## src/rtl/hist_acc_pkg.sv

```systemverilog
package hist_acc_pkg;
  typedef enum logic [1:0] {
    PH_OFFSET = 2'd0,
    PH_GAIN   = 2'd1,
    PH_DNL    = 2'd2,
    PH_INL    = 2'd3
  } phase_e;

  // Normalising right shift for each phase
  function automatic int shift_of(phase_e ph, int p, int z);
    case (ph)
      PH_OFFSET: return p + 1;
      PH_GAIN:   return p + z;
      default:   return p;
    endcase
  endfunction
endpackage

```

## src/rtl/hist_step_ctrl.sv

```systemverilog
module hist_step_ctrl
  import hist_acc_pkg::*;
#(
  parameter int CNT_W      = 5,
  parameter int GAIN_STEPS = 16
) (
  input  logic             clk,
  input  logic             rst_n,
  input  logic             clear,
  input  phase_e           phase,
  input  logic             step_end,
  output logic [CNT_W-1:0] step_idx,
  output logic             count_up,
  output logic             report
);
  logic last_step;

  always_comb begin
    case (phase)
      PH_OFFSET: last_step = (step_idx == CNT_W'(1));
      PH_GAIN:   last_step = (step_idx == CNT_W'(GAIN_STEPS - 1));
      default:   last_step = 1'b1;
    endcase
  end

  assign report   = step_end && last_step && !clear;
  assign count_up = !(phase == PH_OFFSET && step_idx == '0);

  always_ff @(posedge clk or negedge rst_n) begin
    if (!rst_n)               step_idx <= '0;
    else if (clear || report) step_idx <= '0;
    else if (step_end)        step_idx <= step_idx + CNT_W'(1);
  end
endmodule

```

## src/rtl/hist_updown_acc.sv

```systemverilog
module hist_updown_acc #(
  parameter int W = 10
) (
  input  logic                clk,
  input  logic                rst_n,
  input  logic                hit,
  input  logic                up,
  input  logic                reload,
  input  logic signed [W-1:0] reload_val,
  output logic signed [W-1:0] acc_q,
  output logic signed [W-1:0] acc_next
);
  localparam logic signed [W-1:0] MAXV = {1'b0, {(W-1){1'b1}}};
  localparam logic signed [W-1:0] MINV = {1'b1, {(W-1){1'b0}}};

  function automatic logic signed [W-1:0] sat_step(logic signed [W-1:0] v, logic inc);
    if (inc) return (v == MAXV) ? v : v + W'(1);
    else     return (v == MINV) ? v : v - W'(1);
  endfunction

  assign acc_next = hit ? sat_step(acc_q, up) : acc_q;

  always_ff @(posedge clk or negedge rst_n) begin
    if (!rst_n)      acc_q <= '0;
    else if (reload) acc_q <= reload_val;
    else             acc_q <= acc_next;
  end
endmodule

```

## src/rtl/hist_result_stage.sv

```systemverilog
module hist_result_stage
  import hist_acc_pkg::*;
#(
  parameter int ACC_W     = 10,
  parameter int RAW_W     = 12,
  parameter int FRAC_W    = 8,
  parameter int P         = 5,
  parameter int Z         = 4,
  parameter int HAS_LIMIT = 1,
  localparam int RES_W    = RAW_W + FRAC_W
) (
  input  logic                    clk,
  input  logic                    rst_n,
  input  logic                    clear,
  input  logic                    report,
  input  phase_e                  phase,
  input  logic signed [ACC_W-1:0] acc_next,
  input  logic [RAW_W-1:0]        limit,
  output logic signed [RES_W-1:0] result,
  output logic                    res_valid,
  output logic                    over_limit
);
  localparam logic signed [RAW_W-1:0] RMAX = {1'b0, {(RAW_W-1){1'b1}}};
  localparam logic signed [RAW_W-1:0] RMIN = {1'b1, {(RAW_W-1){1'b0}}};

  logic signed [RAW_W-1:0] inl_q, inl_sum, raw_acc, raw;
  logic [RAW_W-1:0]        raw_mag;
  logic                    over_d;

  function automatic logic signed [RAW_W-1:0] sat_add(logic signed [RAW_W-1:0] a,
                                                      logic signed [RAW_W-1:0] b);
    logic signed [RAW_W:0] s;
    s = {a[RAW_W-1], a} + {b[RAW_W-1], b};
    if (s[RAW_W] != s[RAW_W-1]) return s[RAW_W] ? RMIN : RMAX;
    return s[RAW_W-1:0];
  endfunction

  // raw * 2^FRAC_W, arithmetic shift keeps the sign
  function automatic logic signed [RES_W-1:0] scale(logic signed [RAW_W-1:0] v, int sh);
    logic signed [RES_W-1:0] w;
    w = {v, {FRAC_W{1'b0}}};
    return w >>> sh;
  endfunction

  assign raw_acc = {{(RAW_W-ACC_W){acc_next[ACC_W-1]}}, acc_next};
  assign inl_sum = sat_add(inl_q, raw_acc);
  assign raw     = (phase == PH_INL) ? inl_sum : raw_acc;
  assign raw_mag = raw[RAW_W-1] ? (~raw + RAW_W'(1)) : raw;

  generate
    if (HAS_LIMIT != 0) begin : g_limit
      assign over_d = (raw_mag > limit);
    end else begin : g_nolimit
      assign over_d = 1'b0;
    end
  endgenerate

  always_ff @(posedge clk or negedge rst_n) begin
    if (!rst_n) begin
      inl_q      <= '0;
      result     <= '0;
      res_valid  <= 1'b0;
      over_limit <= 1'b0;
    end else begin
      res_valid  <= report;
      over_limit <= report && over_d;
      if (report) result <= scale(raw, shift_of(phase, P, Z));
      if (clear)                            inl_q <= '0;
      else if (report && phase == PH_INL)   inl_q <= inl_sum;
    end
  end
endmodule

```

## src/rtl/adc_hist_param_acc.sv

```systemverilog
module adc_hist_param_acc
  import hist_acc_pkg::*;
#(
  parameter int P         = 5,
  parameter int Z         = 4,
  parameter int ACC_W     = 10,
  parameter int FRAC_W    = 8,
  parameter int HAS_LIMIT = 1,
  localparam int RAW_W    = ACC_W + 2,
  localparam int RES_W    = RAW_W + FRAC_W
) (
  input  logic                    clk,
  input  logic                    rst_n,
  input  logic                    clear,
  input  logic [1:0]              phase,
  input  logic                    hit,
  input  logic                    step_end,
  input  logic [RAW_W-1:0]        limit,
  output logic signed [RES_W-1:0] result,
  output logic                    res_valid,
  output logic                    over_limit
);
  localparam int CNT_W      = Z + 1;
  localparam int GAIN_STEPS = 1 << Z;
  localparam logic signed [ACC_W-1:0] PRE_GAIN = ACC_W'(-(1 << (P + Z)));
  localparam logic signed [ACC_W-1:0] PRE_CODE = ACC_W'(-(1 << P));

  phase_e                  ph;
  logic [CNT_W-1:0]        step_idx;
  logic                    count_up, report, reload;
  logic signed [ACC_W-1:0] acc_q, acc_next, preload;

  assign ph     = phase_e'(phase);
  assign reload = clear || report;

  always_comb begin
    case (ph)
      PH_OFFSET: preload = '0;
      PH_GAIN:   preload = PRE_GAIN;
      default:   preload = PRE_CODE;
    endcase
  end

  hist_step_ctrl #(.CNT_W(CNT_W), .GAIN_STEPS(GAIN_STEPS)) u_ctrl (
    .clk(clk), .rst_n(rst_n), .clear(clear), .phase(ph), .step_end(step_end),
    .step_idx(step_idx), .count_up(count_up), .report(report)
  );

  hist_updown_acc #(.W(ACC_W)) u_acc (
    .clk(clk), .rst_n(rst_n), .hit(hit), .up(count_up), .reload(reload),
    .reload_val(preload), .acc_q(acc_q), .acc_next(acc_next)
  );

  hist_result_stage #(
    .ACC_W(ACC_W), .RAW_W(RAW_W), .FRAC_W(FRAC_W), .P(P), .Z(Z), .HAS_LIMIT(HAS_LIMIT)
  ) u_res (
    .clk(clk), .rst_n(rst_n), .clear(clear), .report(report), .phase(ph),
    .acc_next(acc_next), .limit(limit), .result(result), .res_valid(res_valid),
    .over_limit(over_limit)
  );
endmodule

```

## config.mk

```make
export PLATFORM = sky130hd
export DESIGN_NAME = adc_hist_param_acc
export DESIGN_NICKNAME = d
export VERILOG_FILES = /design/src/rtl/hist_acc_pkg.sv /design/src/rtl/hist_step_ctrl.sv /design/src/rtl/hist_updown_acc.sv /design/src/rtl/hist_result_stage.sv /design/src/rtl/adc_hist_param_acc.sv
export SDC_FILE = /design/constraint.sdc
export NUM_CORES = 1
export LEC_CHECK = 0
export ABC_CLOCK_PERIOD_IN_PS = 14700
export BUFFER_PORTS_ARGS = -buffer_cell sky130_fd_sc_hd__buf_2
export CAP_MARGIN = 40
export CORE_ASPECT_RATIO = 1.25
export CORE_UTILIZATION = 42
export DETAILED_ROUTE_END_ITERATION = 6
export PLACE_DENSITY_LB_ADDON = 0.1
export REMOVE_ABC_BUFFERS = 1
export SYNTH_ARGS = -nofsm -noshare
export SYNTH_HDL_FRONTEND = slang
export SYNTH_SLANG_ARGS = --single-unit
```

## constraint.sdc

```tcl
create_clock -name clk -period 14.7 [get_ports clk]
set_input_delay 1.47 -clock clk [delete_from_list [all_inputs] [get_ports clk]]
set_output_delay 1.47 -clock clk [all_outputs]
set_load 0.01 [all_outputs]
```

# Yosys cells after proc, flatten, opt, wreduce, memory -nomap -nowiden
# Cells that the tools add are included.
dict set report word_totals {
  ff_bits 49
  inputBits 19
  output_inout_bits 22
}
dict set report classes {
  add_sub_neg 5
  n_lt_le_gt_ge 1
  eq_ne 7
  n_shift 1
  mux 19
  bitwise_logic 1
  reduce_logical 11
}
# cell count
set op_table {}
lappend op_table {{two-way mux 12 bit} 7}
lappend op_table {{two-way mux 10 bit} 5}
lappend op_table {{two-way mux 32 bit} 1}
lappend op_table {{>>> shifter 20 x 32 -> 20 bit} 1}
lappend op_table {{equality test 10 bit (second input constant)} 2}
lappend op_table {{one-hot mux 10 bit (2 select lines)} 1}
lappend op_table {{adder 12 x 10 -> 13 bit} 1}
lappend op_table {{adder 12 x 2 -> 12 bit (second input constant)} 1}
lappend op_table {{greater-than comparator 12 bit} 1}
lappend op_table {{NOT 12 bit} 1}
lappend op_table {{adder 10 x 2 -> 10 bit (second input constant)} 1}
lappend op_table {{two-way mux 5 bit} 2}
lappend op_table {{subtractor 10 x 2 -> 10 bit (second input constant)} 1}
lappend op_table {{one-hot mux 4 bit (2 select lines)} 1}
lappend op_table {{adder 5 x 1 -> 5 bit (second input constant)} 1}
lappend op_table {{equality test 5 x 1 -> 1 bit (second input constant)} 1}
lappend op_table {{equality test 5 x 4 -> 1 bit (second input constant)} 1}
lappend op_table {{logical AND 1 bit} 5}
lappend op_table {{logical NOT 5 bit} 1}
lappend op_table {{nonzero test 2 bit} 2}
lappend op_table {{equality test 2 x 1 -> 1 bit (second input constant)} 1}
lappend op_table {{equality test 2 bit (second input constant)} 1}
lappend op_table {{logical NOT 2 bit} 1}
lappend op_table {{one-hot mux 1 bit (2 select lines)} 1}
lappend op_table {{4 further kinds} 4}

# Logic depth before layout (Yosys ltp)
# Gate-level depths: netlist (run 1).
dict set report depth {
  ltp_word 14
  depth_mapped 37
  ltp_nobuf 35
}

# By module
# Synthesis (run 1) repeated with hierarchy kept, for this count alone.
dict set report unflattened {
  hier_cells 473
  area_unflattened_um2 4261.6
}
# mod n_inst cells_each area_per_inst_um2 seq_area_each_um2
set by_module_without_submodules {}
lappend by_module_without_submodules {hist_result_stage 1 302 2836.5 850.8}
lappend by_module_without_submodules {hist_updown_acc 1 126 1041.0 250.2}
lappend by_module_without_submodules {hist_step_ctrl 1 41 364.1 125.1}
lappend by_module_without_submodules {adc_hist_param_acc 1 4 20.0 0.0}

# Least setup slack after synthesis (run 1)
# OpenSTA, ideal clock, no wires.
dict set report synth_timing {
  path_type {input to register}
  startpoint {input port phase[1]}
  endpoint {register u_res.over_limit}
  setup_time_ns 0.140
  arrival_ns 7.621
  path_slack_ns 6.939
  path_stages 35
  n_path_buf 3
  path_cell_list {buf_2 nor4b_4 and2_1 buf_2 and3_1 a22o_1 xnor2_1 inv_1 ha_1 and3_1 a221oi_1 a21oi_1 a31o_2 a21o_1 a21oi_1 xnor2_1 ha_1 nand2_1 a21oi_1 clkbuf_1 a21oi_1 mux2_2 and3_1 a31oi_1 xor2_1 ha_1 a21o_1 a21oi_1 nor2b_1 o21ai_0 nand2b_1 a21oi_1 nor2b_1 o21ai_0 a221oi_1}
}
dict set report synth_via {
  elab_chain_len 14
  elab_cells_between_ends 21
}
# item line
set synth_rtl {}
lappend synth_rtl {{from (decl)} adc_hist_param_acc.sv:15} ;# input logic [1:0] phase,
lappend synth_rtl {{logical NOT 2 bit} {hist_step_ctrl.sv:19, hist_step_ctrl.sv:27}}
lappend synth_rtl {{logical AND 1 bit} hist_step_ctrl.sv:27} ;# assign count_up = !(phase == PH_OFFSET && step_idx == '0);
lappend synth_rtl {{two-way mux 10 bit} hist_updown_acc.sv:17} ;# if (inc) return (v == MAXV) ? v : v + W'(1);
lappend synth_rtl {{two-way mux 10 bit} hist_updown_acc.sv:21} ;# assign acc_next = hit ? sat_step(acc_q, up) : acc_q;
lappend synth_rtl {{adder 12 x 10 -> 13 bit} hist_result_stage.sv:33} ;# s = {a[RAW_W-1], a} + {b[RAW_W-1], b};
lappend synth_rtl {{two-way mux 12 bit / inequality test 1 bit (equally long branches)} hist_result_stage.sv:34} ;# if (s[RAW_W] != s[RAW_W-1]) return s[RAW_W] ? RMIN : RMAX;
lappend synth_rtl {{two-way mux 12 bit / two-way mux 1 bit (equally long branches)} hist_result_stage.sv:34}
lappend synth_rtl {{two-way mux 12 bit} hist_result_stage.sv:35} ;# return s[RAW_W-1:0];
lappend synth_rtl {{two-way mux 12 bit} hist_result_stage.sv:47} ;# assign raw = (phase == PH_INL) ? inl_sum : raw_acc;
lappend synth_rtl {{NOT 12 bit} hist_result_stage.sv:48} ;# assign raw_mag = raw[RAW_W-1] ? (~raw + RAW_W'(1)) : raw;
lappend synth_rtl {{adder 12 x 2 -> 12 bit} hist_result_stage.sv:48}
lappend synth_rtl {{two-way mux 12 bit} hist_result_stage.sv:48}
lappend synth_rtl {{greater-than comparator 12 bit} hist_result_stage.sv:52} ;# assign over_d = (raw_mag > limit);
lappend synth_rtl {{logical AND 1 bit *} hist_result_stage.sv:66} ;# over_limit <= report && over_d;
lappend synth_rtl {{to (signal assigned)} hist_result_stage.sv:66}
lappend synth_rtl {{to (decl)} hist_result_stage.sv:21} ;# output logic over_limit
# Mark *: on every way between the ends. The rest lies on a longest branch, timed or not. The select of a mux whose other input is x is not followed.
# A chain may end at the register's enable or synchronous reset.

# Worst setup path in the final report (run 1)
# Ends and elaborated chain as after synthesis.

==> metrics.md, run 1 <==
| Metric | Value |
|---|---|
| Status | `finished clean` |
| Final Total Pwr | `545.8 uW` |
| Unrepaired setup endpoints after global routing | `no` |
| Max_slew headroom | `40.74%` |
| Post-cts resize count | `0` |
| Layout Utilization | `47.58%` |
| Max clock buf depth | `2` |
| Synthesized flop and latch total | `49` |
| Unique masters post-synth | `61` |
| Ratio of final minimum period to clock period | `59.29%` |
| Layout Skew | `0.002622 ns` |
| CP peak stage delay | `~0.52 ns` |
| CTS Buf Count | `5` |
| Fillers | `980` |
| Max Freq | `114.7 MHz` |
| IO Pins | `41` |
| Synth area leaders | `dfrtp_1 30%, ha_1 9.8%, nor2_1 5.1%, o21ai_0 4.5%, a21oi_1 3.9%` |
| Starting DRT DRC Count | `245` |
| CTS Sinks | `49` |
| Die Footprint | `approximately 10000 um2` |
| Leading area contributor after synthesis | `dfrtp_1` |
| Share of cells above drive strength 1 | `a little over an eighth` |
| Die Y | `between 100 and 150 um` |
| Clock slew at reported path FFs | `0.07 ns` |
| Crit path capture type | `flip-flop` |
| CTS tree | `built` |
| Ys Warns | `0` |
| # Post-CTS Setup Buffers | `0` |
| Mapped Area | `4106 um2` |
| Setup crit start kind | `input pin` |
| Via density | `~5.6` |
| Peak supply drop | `0.05854 mV` |
| Post-layout nets | `581` |
| GP Congestion | `between 0.8 and 0.9` |
| Synth Area per Inst | `slightly above 8 um2` |
| Final Slew Violations | `0` |
| Fin crit period | `8.715 ns` |
| Async set-reset flop share out of synthesis | `100.0%` |
| Hpwl dp | `8552 um` |
| CP Class | `in -> reg` |
| Post-Syn Instances | `506` |
| Core Rows | `40` |
| Setup-failing EPs final | `0` |
| CP Max Fanout | `28` |
| Clock latency on the worst-skew pair | `0.30 ns` |
| Top post-synthesis cells by count | `56 x nor2_1, 49 x dfrtp_1, 42 x nand2_1` |
| First-pass GRT wire length | `18340 um` |
| Hold Crit Class | `reg -> reg` |
| DRC viols | `0` |
| Area grow syn2layout | `10.76%` |
| Worst-Margin Slew | `~0.89 ns` |
| Antenna diodes | `0` |
| Die X | `90.44 um` |
| Routed WL | `11250 um` |
| Via count | `around 3700` |
| Initial antenna violation count | `0` |
| Final hold violations | `0` |
| Global route total overflow | `0` |
| Share of the synthesized area in the top cell type | `29.86%` |
| Post-route setup TNS | `0 ns` |
| Most frequent CP cell | `a21oi_1` |
| Post-synth EDFFs | `0` |
| Vias in the first global route | `3571` |
| Detail Route Antenna Nets | `0` |
| Initial Util | `between 40% and 50%` |
| CP Data Arrival Time | `8.88 ns` |
| Most frequent cell after synthesis | `nor2_1` |
| Pin count of the biggest net entering global routing | `50` |
| H-tree Lvls | `2` |
| CP max-delay cell | `ha_1` |
| Root Driver | `clkbuf_16` |
| Drt pass-1 iters | `4` |
| Avg WL per Cell | `17.15 um` |
| WP data required | `14.86 ns` |
| Dominant synthesized flop cell | `dfrtp_1` |
| Max Cap Violations | `0` |
| Core area | `9559 um2` |
| Quantity of I/O buffers inserted on ports | `40` |
| Total GRT Usage | `23.16%` |
| PwrDens | `120.0 nW/um2` |
| Hold Buf Count CTS | `0` |
| Lkg Pwr | `0.002234 uW` |
| Sequential area share after synthesis | `29.86%` |
-- placed cells by master, fill, tap and decap left out, types with 3 or more instances in the layout --
cell	instances
ha_1	32
nand3_1	20
o31ai_1	6
nor2_1	56
o21a_1	3
o21ai_0	37
mux2_2	4
buf_2	40
nor3_1	19
mux2i_1	8
buf_4	3
a22oi_1	4
xor2_1	9
o211ai_1	4
a21oi_1	32
xnor2_1	13
nor2b_1	6
nand2_1	42
and3_1	8
nand2b_1	7
dfrtp_1	49
nand4_1	7
a211oi_1	7
a21o_1	18
a31oi_1	5
and2_1	3
inv_1	34
a221oi_1	4
clkbuf_16	5
or3_1	3
nand3b_1	3
-- critical path: cells and delay by family --
family          cells  cell delay (ns)
compound gates     15             2.95
mux                 1             0.31
simple gates        9             1.80
buf+inv             3             0.61
xor+xnor            3             0.58
fa+ha+maj           3             1.13
-- report_power, final --
part / internal [uW] / switching, uW / total (uW) / leakage [uW]
sequential: 151 / 12.8 / 164 / 0.000637
clock: 85.0 / 52.4 / 137 / 0.0000831
combinational: 97.0 / 147 / 244 / 0.00151
total: 333 / 212 / 546 / 0.00223
-- logic make-up (layout without fill, tap and decap cells) --
| logic type | count (synthesis) | count (layout) | synth area share [%] |
|---|---|---|---|
| fa+ha+maj | 33 | 33 | 10.24 |
| buf+inv | 61 | 85 | 5.911 |
| flops | 49 | 49 | 29.86 |
| mux | 12 | 12 | 3.047 |
| xor+xnor | 22 | 22 | 4.692 |
| compound gates | 139 | 139 | 22.21 |
| simple gates | 190 | 190 | 24.04 |
-- sequential cells by signal, indices dropped and copies added (netlist names) --
name	count
u_res.result	20
u_res.inl_q	12
u_acc.acc_q	10
u_ctrl.step_idx	5
u_res.over_limit	1
u_res.res_valid	1
-- per-stage QoR --
| stage | hold WS (ns) | setup WS, ns | area, um2 | cells |
|---|---|---|---|---|
| after floorplan | 0.4838 | 6.825 | 3991 | 479 |
| after global placement | 0.4566 | 5.885 | 4372 | 648 |
| after detailed placement | 0.4604 | 5.746 | 4372 | 648 |
| after CTS | 0.4803 | 6.031 | 4548 | 656 |
| after global routing | 0.4899 | 5.378 | 4548 | 656 |
| final | 0.4756 | 5.985 | 4548 | 656 |
-- final timing paths --
kind / from / to / slack, ns / cells after the start
worst max register to register: u_acc.acc_q[0] / u_res.over_limit / 6.72 / 34
worst min-delay path: u_res.result[19] / u_res.result[19] / 0.48 / 1
worst max-delay path: phase[1] / u_res.over_limit / 5.98 / 34
max in group asynchronous: rst_n / u_ctrl.step_idx[0] / 12.98 / 2
min in group asynchronous: rst_n / u_res.result[10] / 1.28 / 2
worst min register to register: u_res.result[19] / u_res.result[19] / 0.48 / 1
-- cell type report --
cell class	count	area, um2	share of cell area, %
sequential	49	1226	26.96
clock buffer	6	138.9	3.054
tap	126	157.7	3.466
inverter	34	127.6	2.806
multi-input combinational	396	2638	57.99
clock inverter	2	37.54	0.8253
timing repair buffer	43	222.7	4.897
-- layer usage --
metal	share of wire, %	vias up	track usage [%]
li1	-	1847	-
met1	42	1707	27.39
met2	52	77	42.14
met3	2.8	25	2.507
met4	3.5	0	10.22
met5	0	-	0
No activity file was read; power rests on OpenSTA's default activity.
==> run 2: changes to the inputs <==
- ABC_CLOCK_PERIOD_IN_PS: 14700 -> 9100
- clock period: 14.7 -> 9.1 ns (I/O delays scaled with it)
==> run 2 against run 1 <==
  * Clock power rose by 53%
  * Total power grew 59%
  * Final cell count unchanged
  * Hold slack worse by 0.0027 ns
  * Combinational power increased by 61%
  * Critical path type is now reg -> reg
==> metrics.md, run 2 (synthesis gave the netlist of run 1 again) <==
| Metric | Value |
|---|---|
| Status | `finished clean (unchanged)` |
| CP Max Fanout | `14 (was 28)` |
| # Post-CTS Setup Buffers | `0 (unchanged)` |
| Core area | `9559 um2 (unchanged)` |
| Crit path capture type | `flip-flop (unchanged)` |
| Max Freq | `between 100 and 150 MHz` |
| Via count | `3726 (was 3656)` |
| P_int | `528.9 uW (was 333.4 uW)` |
| Clock latency on the worst-skew pair | `0.30 ns (about the same)` |
| GP Congestion | `0.9234 (was 0.8857)` |
| H-tree Lvls | `2 (unchanged)` |
| M2 GR Usage | `41.32% (was 42.14%)` |
| Initial Util | `42.96% (unchanged)` |
| Fillers | `937 (was 980)` |
| Max clock buf depth | `2 (unchanged)` |
| Top Usage Layer GRT | `met2 (unchanged)` |
| Share of cells above drive strength 1 | `13.58% (unchanged)` |
| Worst-Margin Slew | `0.7506 ns (was 0.8851 ns)` |
| Storage cell area | `1226 um2 (unchanged)` |
| Via density | `5.680 (was 5.573)` |
| Final Slew Violations | `0 (unchanged)` |
| Vias in the first global route | `3657 (was 3571)` |
| Total GRT Usage | `22.95% (was 23.16%)` |
| Die X | `90.44 um (unchanged)` |
| Clock slew at reported path FFs | `0.06 ns (was 0.07 ns)` |
| Grt met3 use | `3.117% (was 2.507%)` |
| Final hold violations | `0 (unchanged)` |
| Layout Skew | `0.005431 ns (was 0.002622 ns)` |
| Commonest non-fill, non-tap cell in the layout | `nor2_1 (unchanged)` |
| Die Footprint | `10180 um2 (unchanged)` |
| Setup-failing EPs final | `0 (unchanged)` |
| Ratio of final minimum period to clock period | `around 86%` |
| Post-cts resize count | `0 (unchanged)` |
| Antenna diodes | `0 (unchanged)` |
| Pin count of the biggest net entering global routing | `50 (unchanged)` |
| R2r worst-path depth | `34 (unchanged)` |
| Hold Crit Class | `reg -> reg (unchanged)` |
| Comb pwr share | `45.3% (was 44.8%)` |
| Drt pass-1 iters | `4 (unchanged)` |
| Setup crit start kind | `flip-flop (was input pin)` |
| Switching power | `339.6 uW (was 212.4 uW)` |
| Fin crit period | `7.832 ns` |
| Multi-input gate area | `2638 um2 (unchanged)` |
| Peak supply drop | `0.09646 mV (was 0.05854 mV)` |
| Reg with most FFs | `u_res.result (unchanged)` |
| CTS tree | `built (unchanged)` |
| Max Cap Violations | `0 (unchanged)` |
| Die Y | `112.6 um (unchanged)` |
| CTS Sinks | `49 (unchanged)` |
| First-pass GRT wire length | `18150 um (was 18340 um)` |
| CP Class | `reg -> reg (was in -> reg)` |
| Lkg Pwr | `0.002236 uW (was 0.002234 uW)` |
| CTS Buf Count | `5 (unchanged)` |
| DRC viols | `0 (unchanged)` |
| Root Driver | `clkbuf_16 (unchanged)` |
| CP peak stage delay | `0.57 ns (was 0.52 ns)` |
| Most frequent cells in the layout | `56 x nor2_1, 49 x dfrtp_1, 42 x nand2_1 (unchanged)` |
| CP max-delay cell | `o31ai_1 (was ha_1)` |
| Unrepaired setup endpoints after global routing | `no (unchanged)` |
| Detail Route Antenna Nets | `0 (unchanged)` |
| Max FFs per register | `20 (unchanged)` |
| Max_slew headroom | `49.74% (was 40.74%)` |
| Hold path depth | `2 (was 1)` |
| Core Rows | `40 (unchanged)` |
| Post-route setup TNS | `0 ns (unchanged)` |
| Quantity of I/O buffers inserted on ports | `40 (unchanged)` |
| CP Data Arrival Time | `7.99 ns (was 8.88 ns)` |
| Most frequent CP cell | `a21oi_1 (unchanged)` |
| Switching Share | `39.10% (was 38.92%)` |
| Initial antenna violation count | `0 (unchanged)` |
| Avg WL per Cell | `16.92 um (was 17.15 um)` |
| Seq pwr share | `30.5% (was 30.1%)` |
| PwrDens | `191.3 nW/um2 (was 120.0 nW/um2)` |
| Area grow syn2layout | `10.54% (was 10.76%)` |
| DP Cell Count | `649 (was 648)` |
| Routed WL | `11100 um (was 11250 um)` |
| Hpwl dp | `8418 um (was 8552 um)` |
| WP data required | `9.26 ns (was 14.86 ns)` |
| Starting DRT DRC Count | `157 (was 245)` |
| Post-layout nets | `582 (was 581)` |
| Top flop regs | `u_res.result x20, u_res.inl_q x12, u_acc.acc_q x10 (unchanged)` |
| Grt met1 use | `26.39% (was 27.39%)` |
| Layout Cells excl Fill | `656 (unchanged)` |
| IO Pins | `41 (unchanged)` |
| Hold Buf Count CTS | `0 (unchanged)` |
| Global route total overflow | `0 (unchanged)` |
| Clock network fraction of design power | `24.2% (was 25.2%)` |
[run 2: cell count changes in the layout (fill, tap and decap cells not counted), sizes merged]
cell / previous run / this run
clkinvlp: 1 / 0
buf: 43 / 44
clkbuf: 6 / 5
clkinv: 0 / 1
[run 2: worst paths after layout]
kind                                 startpoint                to  slack (ns)
min in group asynchronous                 rst_n  u_res.result[10]        0.72
max in group asynchronous                 rst_n   u_res.res_valid        7.94
worst max-delay path             u_acc.acc_q[0]  u_res.over_limit        1.27
worst max register to register   u_acc.acc_q[0]  u_res.over_limit        1.27
worst min register to register  u_res.result[9]   u_res.result[9]        0.47
worst min-delay path            u_res.result[9]   u_res.result[9]        0.47
[run 2: critical path: cells and delay by family (launching register included)]
kind            cells  cell delay [ns]
fa+ha+maj           4             1.22
flops               1             0.43
buf+inv             3             0.50
xor+xnor            2             0.36
simple gates        8             1.59
compound gates     17             3.57
[run 2: layout make-up]
class	count	share of cell area [%]
Clock buffer	5	2.756
Clock inverter	2	0.7718
Inverter	34	2.811
Multi-Input combinational cell	396	58.10
Sequential cell	49	27.01
Tap cell	126	3.473
Timing Repair Buffer	44	5.072
[run 2: metal layers]
metal | wire length, um | share of wire [%] | vias up
li1 | - | - | 1840
met1 | 4591 | 41 | 1785
met2 | 5742 | 52 | 74
met3 | 403 | 3.6 | 27
met4 | 359 | 3.2 | 0
met5 | 0 | 0 | -
[run 2: power groups by stage]
| stage | clock [uW] | combinational, uW | sequential (uW) |
|---|---|---|---|
| 2_1_floorplan | 0 | 268 | 276 |
| 3_3_place_gp | 0 | 390 | 268 |
| 3_5_place_dp | 0 | 393 | 269 |
| 4_1_cts | 217 | 397 | 265 |
| 5_1_grt | 223 | 444 | 269 |
| 6_report | 210 | 394 | 265 |
[run 2: through the flow]
stage	utilization, %	power (uW)	hold slack [ns]	instance area (um2)	setup slack [ns]
final	47.49	868.5	0.4728	4539	1.268
after detailed placement	45.81	662.5	0.4601	4379	1.027
after global placement	45.81	657.7	0.4563	4379	1.180
after CTS	47.49	879.0	0.4797	4539	1.313
after global routing	47.49	935.3	0.4948	4539	0.5286
after floorplan	-	544.5	0.4838	3991	1.785
==> run 3: changes to the inputs <==
- ABC_CLOCK_PERIOD_IN_PS: 9100 -> 8250
- CORE_UTILIZATION: 42 -> 28
- clock period: 9.1 -> 8.25 ns (I/O delays scaled with it)
==> run 3 against run 2 <==
  * Final area increased by 2.9%
  * Wire length grew 13%
  * Total power rose by 11%
  * Register-to-register slack got worse by 0.55 ns
  * Critical path type is now in -> reg
  * Critical endpoint unchanged
  * Largest power group unchanged
  * Highest routed layer unchanged
==> metrics.md, run 3 (synthesis gave the netlist of run 1 again) <==
| Metric | Value |
|---|---|
| # Post-CTS Setup Buffers | `0 (unchanged)` |
| Final Slew Violations | `0 (unchanged)` |
| Hold Path End | `u_res.result[15] (was u_res.result[9])` |
| R2r worst-path depth | `35 (was 34)` |
| Setup crit start kind | `input pin (was flip-flop)` |
| Hold Crit Class | `reg -> reg (unchanged)` |
| Worst-Margin Slew | `0.6692 ns (was 0.7506 ns)` |
| Max clock buf depth | `2 (unchanged)` |
| Most frequent CP cell | `a21oi_1 (unchanged)` |
| Area grow syn2layout | `13.71% (was 10.54%)` |
| Total GRT Usage | `17.68% (was 22.95%)` |
| Avg WL per Cell | `17.49 um (was 16.92 um)` |
| DRC viols | `0 (unchanged)` |
| Max FFs per register | `20 (unchanged)` |
| Max_slew headroom | `55.39% (was 49.74%)` |
| R2R Setup Slk | `0.72 ns (was 1.27 ns)` |
| H-tree Lvls | `2 (unchanged)` |
| Fillers | `1560 (was 937)` |
| FF-to-FF End | `u_res.over_limit (unchanged)` |
| Hold path depth | `1 (was 2)` |
| Layout Skew | `0.007244 ns (was 0.005431 ns)` |
| Multi-input gate area | `2650 um2 (was 2638 um2)` |
| Die Footprint | `15160 um2 (was 10180 um2)` |
| Via count | `3782 (was 3726)` |
| Ratio of final minimum period to clock period | `92.07%` |
| Final WS setup | `0.6539 ns (was 1.268 ns)` |
| CP Data Arrival Time | `7.76 ns (was 7.99 ns)` |
| Final hold slack | `0.4729 ns (was 0.4728 ns)` |
| Pin count of the biggest net entering global routing | `50 (unchanged)` |
| CP Class | `in -> reg (was reg -> reg)` |
| Initial antenna violation count | `0 (unchanged)` |
| GP Congestion | `0.9005 (was 0.9234)` |
| Final hold violations | `0 (unchanged)` |
| CP max-delay cell | `ha_1 (was o31ai_1)` |
| First-pass GRT wire length | `20100 um (was 18150 um)` |
| Crit path capture type | `flip-flop (unchanged)` |
| CTS Buf Count | `5 (unchanged)` |
| Starting DRT DRC Count | `165 (was 157)` |
| Final Total Pwr | `960.1 uW (was 868.5 uW)` |
| Worst slack, placed | `0.3063 ns (was 1.027 ns)` |
| Die Y | `137.4 um (was 112.6 um)` |
| Vias in the first global route | `3723 (was 3657)` |
| Post-layout nets | `590 (was 582)` |
| Via density | `5.275 (was 5.680)` |
| Detail Route Antenna Nets | `0 (unchanged)` |
| Global route total overflow | `0 (unchanged)` |
| Initial Util | `28.62% (was 42.96%)` |
| Clock latency on the worst-skew pair | `0.29 ns (was 0.30 ns)` |
| IO Pins | `41 (unchanged)` |
| Routed WL | `12540 um (was 11100 um)` |
| Quantity of I/O buffers inserted on ports | `40 (unchanged)` |
| CP peak stage delay | `0.52 ns (was 0.57 ns)` |
| Clock slew at reported path FFs | `0.07 ns (was 0.06 ns)` |
| CTS Sinks | `49 (unchanged)` |
| Commonest non-fill, non-tap cell in the layout | `nor2_1 (unchanged)` |
| Top flop regs | `u_res.result x20, u_res.inl_q x12, u_acc.acc_q x10 (unchanged)` |
| CP Max Fanout | `13 (was 14)` |
| Storage cell area | `1226 um2 (unchanged)` |
| DP Cell Count | `709 (was 649)` |
| Setup-failing EPs final | `0 (unchanged)` |
| Peak supply drop | `0.07975 mV (was 0.09646 mV)` |
| Share of cells above drive strength 1 | `15.40% (was 13.58%)` |
| Max Cap Violations | `0 (unchanged)` |
| Fin crit period | `7.596 ns` |
| Reg2reg start | `u_ctrl.step_idx[0] (was u_acc.acc_q[0])` |
| Max Freq | `131.6 MHz` |
| Die X | `110.3 um (was 90.44 um)` |
| Reg with most FFs | `u_res.result (unchanged)` |
| Status | `finished clean (unchanged)` |
| Most frequent cells in the layout | `56 x nor2_1, 49 x dfrtp_1, 42 x nand2_1 (unchanged)` |
| WP data required | `8.41 ns (was 9.26 ns)` |
| Lkg Pwr | `0.002273 uW (was 0.002236 uW)` |
| Core Rows | `49 (was 40)` |
| Hpwl dp | `9762 um (was 8418 um)` |
| Drt pass-1 iters | `4 (unchanged)` |
| PwrDens | `205.6 nW/um2 (was 191.3 nW/um2)` |
| Post-route setup TNS | `0 ns (unchanged)` |
| Unrepaired setup endpoints after global routing | `no (unchanged)` |
| Hold_sp | `u_res.result[15] (was u_res.result[9])` |
| Layout Cells excl Fill | `717 (was 656)` |
| Antenna diodes | `0 (unchanged)` |
| Core area | `14350 um2 (was 9559 um2)` |
| CTS tree | `built (unchanged)` |
| Root Driver | `clkbuf_16 (unchanged)` |
## run 3: changes by cell type in the layout (fill, tap and decap cells not counted)
| cell | change |
|---|---|
| xnor2_2 | +1 |
| buf_4 | +8 |
| o31ai_1 | -1 |
| o31ai_2 | +1 |
| clkinv_4 | +1 |
| bufinv_16 | -1 |
| xnor2_1 | -1 |
| clkbuf_8 | +1 |
## run 3: what timing repair did
action	4_1_cts	5_1_grt
endpoints found under the setup margin	0	1
gates resized for setup	0	2
hold buffers	0	0
endpoints found under the hold margin	0	0
## run 3: final cells by class
cell class | instances | share of cell area [%]
clock buffer | 6 | 2.974
clock inverter | 2 | 0.2947
inverter | 34 | 2.733
multi-input combinational | 396 | 56.75
sequential | 49 | 26.26
tap | 178 | 4.770
timing repair buffer | 52 | 6.216
## run 3: worst max-delay path by stage
stage	startpoint	endpoint	slack, ns	cells past startpoint
after detailed placement	phase[1]	u_res.over_limit	0.31	34
after global routing	phase[1]	u_res.over_limit	0.03	34
after global placement	phase[1]	u_res.over_limit	0.44	34
final	phase[1]	u_res.over_limit	0.65	34
after floorplan	phase[1]	u_res.over_limit	1.02	32
after CTS	phase[1]	u_res.over_limit	0.60	34
## run 3: stage by stage
stage               utilization (%)  area, um2
global placement              31.40       4504
global route                  32.55       4669
CTS                           32.46       4657
detailed placement            31.40       4504
finish                        32.55       4669
floorplan                         -       3991
## run 3: critical path, delay by kind of cell
kind            cells  cell delay [ns]
compound gates     16             3.06
xor+xnor            3             0.49
fa+ha+maj           4             1.31
buf+inv             2             0.23
mux                 1             0.32
simple gates        8             1.51
## run 3: power breakdown
part           internal (uW)  switching [uW]  leakage [uW]  total, uW
combinational            182             269       0.00156        450
sequential               270            23.7      0.000637        293
clock                    121            95.4     0.0000768        216
total                    572             388       0.00227        960
## run 3: routing by layer
metal,vias up,track usage [%],share of wire [%]
li1,1868,-,-
met1,1824,20.96,41
met2,68,31.78,52
met3,22,2.176,3.8
met4,0,7.164,3.2
met5,-,0,0
